**config.mk**
```make
export PLATFORM = sky130hd
export DESIGN_NAME = intc_two_level
export DESIGN_NICKNAME = d
export VERILOG_FILES = /design/src/rtl/intc_pkg.sv /design/src/rtl/intc_pick.sv /design/src/rtl/intc_regbank.sv /design/src/rtl/intc_two_level.sv
export SDC_FILE = /design/constraint.sdc
export NUM_CORES = 1
export LEC_CHECK = 0
export BUFFER_PORTS_ARGS = -buffer_cell sky130_fd_sc_hd__buf_2
export CORE_ASPECT_RATIO = 1.2
export CORE_UTILIZATION = 45
export CTS_CLUSTER_DIAMETER = 50
export DETAILED_ROUTE_END_ITERATION = 7
export PLACE_DENSITY = 0.68
export RECOVER_POWER = 50
export SLEW_MARGIN = 20
export SYNTH_ARGS = -nofsm -noshare
export SYNTH_HDL_FRONTEND = slang
export SYNTH_SLANG_ARGS = --single-unit
```
**constraint.sdc**
```tcl
create_clock -name clk -period 1.7 [get_ports clk]
set_clock_uncertainty 0.1 [all_clocks]
set_input_delay 0.17 -clock clk [delete_from_list [all_inputs] [get_ports clk]]
set_output_delay 0.17 -clock clk [all_outputs]
set_load 0.01 [all_outputs]
```
**src/rtl/intc_pkg.sv**
```systemverilog
package intc_pkg;
    typedef enum logic [1:0] {
        SEL_PEND = 2'd0,
        SEL_EN   = 2'd1,
        SEL_PRIO = 2'd2,
        SEL_CTRL = 2'd3
    } reg_sel_e;

    typedef enum logic [1:0] {
        OP_WRITE = 2'd0,
        OP_SET   = 2'd1,
        OP_CLEAR = 2'd2,
        OP_NONE  = 2'd3
    } reg_op_e;
endpackage

```
**src/rtl/intc_pick.sv**
```systemverilog
module intc_pick #(
    parameter int N  = 8,
    parameter int IW = (N > 1) ? $clog2(N) : 1
) (
    input  logic [N-1:0]  req,
    output logic          any,
    output logic [IW-1:0] idx
);
    always_comb begin
        any = |req;
        idx = '0;
        // scan downward so the lowest set index is written last
        for (int i = N - 1; i >= 0; i--) begin
            if (req[i]) idx = IW'(i);
        end
    end
endmodule

```
**src/rtl/intc_regbank.sv**
```systemverilog
module intc_regbank
    import intc_pkg::*;
#(
    parameter int N       = 8,
    parameter int GEN_BIT = 7
) (
    input  logic         clk,
    input  logic         rst_n,
    input  logic [N-1:0] src_evt,
    input  logic         reg_wr,
    input  logic [1:0]   reg_sel,
    input  logic [1:0]   reg_op,
    input  logic [N-1:0] reg_wdata,
    input  logic [N-1:0] hw_clr,
    output logic [N-1:0] reg_rdata,
    output logic [N-1:0] pend,
    output logic [N-1:0] en,
    output logic [N-1:0] prio,
    output logic         gen
);
    typedef struct packed {
        logic [N-1:0] pend;
        logic [N-1:0] en;
        logic [N-1:0] prio;
        logic         gen;
    } bank_t;

    bank_t bank_d, bank_q;
    logic [N-1:0] ctrl_cur, ctrl_new;

    function automatic logic [N-1:0] apply_op(input logic [N-1:0] cur,
                                              input logic [1:0] op,
                                              input logic [N-1:0] data);
        case (reg_op_e'(op))
            OP_WRITE: return data;
            OP_SET:   return cur | data;
            OP_CLEAR: return cur & ~data;
            default:  return cur;
        endcase
    endfunction

    always_comb begin
        bank_d = bank_q;
        ctrl_cur = '0;
        ctrl_cur[GEN_BIT] = bank_q.gen;
        ctrl_new = apply_op(ctrl_cur, reg_op, reg_wdata);
        if (reg_wr) begin
            case (reg_sel_e'(reg_sel))
                SEL_PEND: bank_d.pend = apply_op(bank_q.pend, reg_op, reg_wdata);
                SEL_EN:   bank_d.en   = apply_op(bank_q.en, reg_op, reg_wdata);
                SEL_PRIO: bank_d.prio = apply_op(bank_q.prio, reg_op, reg_wdata);
                default:  bank_d.gen  = ctrl_new[GEN_BIT];
            endcase
        end
        // hardware clear first, then events, so an event always survives
        bank_d.pend = (bank_d.pend & ~hw_clr) | src_evt;
    end

    always_ff @(posedge clk or negedge rst_n) begin
        if (!rst_n) bank_q <= '0;
        else        bank_q <= bank_d;
    end

    always_comb begin
        case (reg_sel_e'(reg_sel))
            SEL_PEND: reg_rdata = bank_q.pend;
            SEL_EN:   reg_rdata = bank_q.en;
            SEL_PRIO: reg_rdata = bank_q.prio;
            default:  reg_rdata = ctrl_cur;
        endcase
    end

    assign pend = bank_q.pend;
    assign en   = bank_q.en;
    assign prio = bank_q.prio;
    assign gen  = bank_q.gen;
endmodule

```
**src/rtl/intc_two_level.sv**
```systemverilog
module intc_two_level #(
    parameter int                N_SRC       = 8,
    parameter int                VEC_W       = 16,
    parameter logic [VEC_W-1:0]  VEC_BASE    = 16'h0003,
    parameter int                VEC_STEP    = 8,
    parameter logic [N_SRC-1:0]  HW_CLR_MASK = 8'h05,
    parameter int                GEN_BIT     = 7
) (
    input  logic             clk,
    input  logic             rst_n,
    input  logic [N_SRC-1:0] src_evt,
    input  logic             reg_wr,
    input  logic [1:0]       reg_sel,
    input  logic [1:0]       reg_op,
    input  logic [N_SRC-1:0] reg_wdata,
    output logic [N_SRC-1:0] reg_rdata,
    input  logic             cpu_insn_done,
    input  logic             cpu_reti,
    input  logic             irq_ack,
    output logic             irq_req,
    output logic [VEC_W-1:0] irq_vec,
    output logic             irq_pend
);
    localparam int IW = (N_SRC > 1) ? $clog2(N_SRC) : 1;
    localparam logic [VEC_W-1:0] STEP = VEC_W'(VEC_STEP);

    typedef struct packed {
        logic          req;
        logic [IW-1:0] idx;
        logic          lvl_hi;
        logic          act_hi;
        logic          act_lo;
    } ctl_t;

    ctl_t ctl_d, ctl_q;

    logic [N_SRC-1:0] pend, en, prio, hw_clr, elig, hi_cand, lo_cand;
    logic             gen, hi_any, lo_any, take_hi, take_lo;
    logic [IW-1:0]    hi_idx, lo_idx;
    logic             act_hi, act_lo;

    intc_regbank #(.N(N_SRC), .GEN_BIT(GEN_BIT)) u_bank (
        .clk(clk), .rst_n(rst_n), .src_evt(src_evt),
        .reg_wr(reg_wr), .reg_sel(reg_sel), .reg_op(reg_op),
        .reg_wdata(reg_wdata), .hw_clr(hw_clr), .reg_rdata(reg_rdata),
        .pend(pend), .en(en), .prio(prio), .gen(gen)
    );

    assign elig    = pend & en & {N_SRC{gen}};
    assign hi_cand = elig & prio;
    assign lo_cand = elig & ~prio;

    intc_pick #(.N(N_SRC), .IW(IW)) u_pick_hi (.req(hi_cand), .any(hi_any), .idx(hi_idx));
    intc_pick #(.N(N_SRC), .IW(IW)) u_pick_lo (.req(lo_cand), .any(lo_any), .idx(lo_idx));

    always_comb begin
        take_hi  = hi_any && !ctl_q.act_hi;
        take_lo  = !take_hi && lo_any && !ctl_q.act_hi && !ctl_q.act_lo;
        irq_pend = take_hi || take_lo;

        ctl_d  = ctl_q;
        hw_clr = '0;

        if (cpu_reti) begin
            if (ctl_q.act_hi) ctl_d.act_hi = 1'b0;
            else              ctl_d.act_lo = 1'b0;
        end

        if (ctl_q.req && irq_ack) begin
            ctl_d.req = 1'b0;
            if (ctl_q.lvl_hi) ctl_d.act_hi = 1'b1;
            else              ctl_d.act_lo = 1'b1;
            hw_clr[ctl_q.idx] = HW_CLR_MASK[ctl_q.idx];
        end else if (!ctl_q.req && cpu_insn_done && !cpu_reti && irq_pend) begin
            ctl_d.req    = 1'b1;
            ctl_d.lvl_hi = take_hi;
            ctl_d.idx    = take_hi ? hi_idx : lo_idx;
        end
    end

    always_ff @(posedge clk or negedge rst_n) begin
        if (!rst_n) ctl_q <= '0;
        else        ctl_q <= ctl_d;
    end

    assign irq_req = ctl_q.req;
    assign irq_vec = VEC_BASE + STEP * VEC_W'(ctl_q.idx);
    assign act_hi  = ctl_q.act_hi;
    assign act_lo  = ctl_q.act_lo;
endmodule

```
==> impl_metrics.env <==
export IMPL_postRouteAntennaNets=0
export IMPL_worstMarginPinSlew_ns=0.843
export IMPL_finalSetupViolCount=7
export IMPL_grt_max_degree=33
export IMPL_synth_edf_count=0
export IMPL_swShare_pct=37.3
export IMPL_synth_most_common_cell="a21oi_1"
export IMPL_required_ns=1.78
export IMPL_setup_tns_ns=-1.92
export IMPL_antenna_found_initial=0
export IMPL_synth_top_family_by_area="compound AO/OA/AOI/OAI gates"
export IMPL_track_usage_pct=24.8
export IMPL_ys_flop_type="dfrtp_1"
export IMPL_route_vias_total=2226
export IMPL_synthAdderAreaFrac_pct=2.24
export IMPL_drt_wl_total_mm=6.38
export IMPL_place_area_mm2=0.00286
export IMPL_rsz0062_at_grt="yes"
export IMPL_fillers=385
export IMPL_die_x_um=66.3
export IMPL_grt_ovfl_total=0
export IMPL_cts_path_max_buffers=2
export IMPL_synth_xor_area_share_pct=0
export IMPL_leakagePower_uw=0.00151
export IMPL_synth_compound_area_share_pct=26.0
export IMPL_nNetsFinal=379
export IMPL_slew_violations=0
export IMPL_dieArea_mm2=0.00524
export IMPL_status="finished, violations left"
export IMPL_drc_errors=0
export IMPL_synth_avg_cell_area_um2=9.18
export IMPL_critPathKind="reg -> reg"
export IMPL_final_util_pct=68.0
export IMPL_finalCritPeriodShare_pct=118
export IMPL_stdcell_area_mm2=0.00317
export IMPL_drive_gt1_share_pct=40.3
export IMPL_cts_buffers=5
export IMPL_initial_core_util_pct=47.8
export IMPL_pwr_share_clk_pct=17.8
export IMPL_grt_pass1_wl_mm=9.77
export IMPL_yosysSeqAreaShare_pct=35.9
export IMPL_cts_htree_levels=2
export IMPL_die_height_um=79.1
export IMPL_yosys_warnings=0
export IMPL_power_internal_uw=2190
export IMPL_end_kind="register"
export IMPL_pwr_density_cell_mw_per_mm2=1100
export IMPL_via_per_inst=5.46
export IMPL_period_needed_ns=2.01
export IMPL_p_seq_share_pct=33.0
export IMPL_yosys_area_top_type="dfrtp_1"
export IMPL_gp_congestion=0.889
export IMPL_hpwl_mm=4.41
export IMPL_cts_tree="done"
export IMPL_finalNonFillerCells=408
export IMPL_num_rows=27
export IMPL_hold_violations=0
export IMPL_worstPathMaxFanout=4
export IMPL_net_switching_power_uw=1300
export IMPL_synth_cell_types=46
export IMPL_synthCells=243
export IMPL_port_buffer_count=38
export IMPL_first_global_vias=2115
export IMPL_min_path_type="in -> reg"
export IMPL_synth_commonest_cells="45 x a21oi_1, 32 x dfrtp_1, 16 x buf_4"
export IMPL_io_pins=52
export IMPL_detailedRoute_firstIterationViolations=141
export IMPL_cts_root_buffer="clkbuf_8"
export IMPL_layout_setup_ws_ns=-0.314
export IMPL_peakVddDrop_mv=0.531
export IMPL_synthMuxAreaShare_pct=6.79
export IMPL_path_clk_slew_ns=0.07
export IMPL_cap_violations=0
export IMPL_core_mm2=0.00466
export IMPL_routedWlPerCell_um=15.6
export IMPL_netlist_area_mm2=0.00223
export IMPL_antenna_cells=0
export IMPL_clkSinkCount=32
export IMPL_max_slew_margin_rel_pct=43.8
export IMPL_power_uw=3490
export IMPL_clkLatencyLatePin_ns=0.29
export IMPL_max_freq_mhz=497
export IMPL_start_kind="register"
export IMPL_firstDrtPassIters=4
export IMPL_yosysTopAreaCellShare_pct=35.9
export IMPL_ys_ff_latch=32
export IMPL_crit_arrival_ns=2.09
export IMPL_ys_top_cells_by_area="dfrtp_1 36%, a21oi_1 10%, buf_4 5.4%"
export IMPL_placedCellCount=385
export IMPL_pwr_share_comb_pct=49.2
export IMPL_async_flop_share_pct=100
export IMPL_yosys_area_share_simple_pct=18.7
export IMPL_violations="negative setup slack"
export IMPL_area_growth_pct=42.2
## worst max-delay path: stages, from the launching register on
cell and delay [ns]:
dfrtp_2 0.42, buf_6 0.13, nand4_1 0.16, a41oi_2 0.37, nor2_4 0.09, o31ai_4 0.06
and3_4 0.26, mux2_4 0.30
## cell families after synthesis
| family | count (synthesis) |
|---|---|
| buf+inv | 35 |
| compound gates | 93 |
| flops | 32 |
| fa+ha+maj | 4 |
| mux | 12 |
| simple gates | 65 |
| other cells | 2 |
## cell usage in the layout, fill, tap and decap left out, types with 2 or more instances in the layout
master | Yosys | final
nand2_1 | 15 | 15
a41oi_1 | 2 | 2
dlygate4sd3_1 | 0 | 9
conb_1 | 2 | 13
buf_2 | 0 | 36
nor2b_1 | 9 | 9
nor2_4 | 1 | 2
clkinv_2 | 0 | 2
a211oi_1 | 6 | 6
a21oi_1 | 45 | 45
buf_6 | 2 | 7
o22ai_1 | 8 | 8
dfrtp_1 | 32 | 31
nand4_1 | 6 | 6
nand2b_1 | 4 | 4
nand4b_4 | 0 | 2
o21ai_0 | 12 | 12
ha_1 | 4 | 3
nand3_2 | 0 | 3
mux2i_1 | 8 | 8
clkbuf_8 | 0 | 6
inv_1 | 7 | 7
nand4_4 | 0 | 2
a31oi_1 | 2 | 2
a21o_1 | 4 | 4
buf_4 | 16 | 62
nor3_1 | 4 | 3
o21bai_1 | 6 | 6
nand4b_1 | 2 | 2
mux2_4 | 3 | 3
nor2_1 | 6 | 6
## final timing paths
path	startpoint	slack (ns)	cells after the start	end
max	u_bank.gen	-0.31	7	ctl_q[3]
min	irq_ack	0.06	3	irq_req
max reg2reg	u_bank.gen	-0.31	7	ctl_q[3]
min reg2reg	ctl_q[2]	0.36	1	act_lo
max in group asynchronous	rst_n	0.42	3	u_bank.gen
min in group asynchronous	rst_n	0.49	3	irq_req
## layout make-up
type                    instances  area [um2]  area share [%]
well taps                      58        72.6            2.29
repair buffers                116         823            26.0
flip-flops and latches         32         802            25.3
multi-input cells             187        1350            42.7
clock buffers                   6        82.6            2.60
clock inverters                 2        10.0           0.316
inverters                       7        26.3           0.829
## what timing repair did
action                                 CTS  global route
pin swaps                                6             9
setup buffers                            3             3
endpoints found under the hold margin   40             0
hold buffers                             9             0
setup endpoints to repair                7             7
gates resized for setup                 11            10
## stage by stage
stage	worst slack, ns	hold slack (ns)
final	-0.314	0.0588
after global routing	-0.370	0.0716
after CTS	-0.278	0.0498
after global placement	-0.386	0.119
after detailed placement	-0.459	0.120
after floorplan	-0.271	-0.226
## state kept, by name, summed over array words and instances (netlist names)
signal,count
u_bank.prio,8
ctl_q,4
act_hi,1
act_lo,1
u_bank.pend,8
u_bank.gen,1
u_bank.en,8
irq_req,1
## power by group through the flow
| stage | clock, uW | sequential, uW | combinational, uW |
|---|---|---|---|
| after global routing | 678 | 1180 | 1850 |
| after global placement | 0 | 1160 | 1460 |
| after CTS | 636 | 1140 | 1620 |
| after detailed placement | 0 | 1160 | 1490 |
| after floorplan | 0 | 1130 | 945 |
| final | 622 | 1150 | 1720 |
## routing by layer
layer | vias to the layer above | routed length [um] | GRT usage, %
li1 | 1080 | - | -
met1 | 1046 | 2720 | 31.9
met5 | - | 0 | 0
met4 | 0 | 116 | 7.23
met3 | 13 | 356 | 4.45
met2 | 87 | 3190 | 41.8
Power figures use the tool's default switching activity.
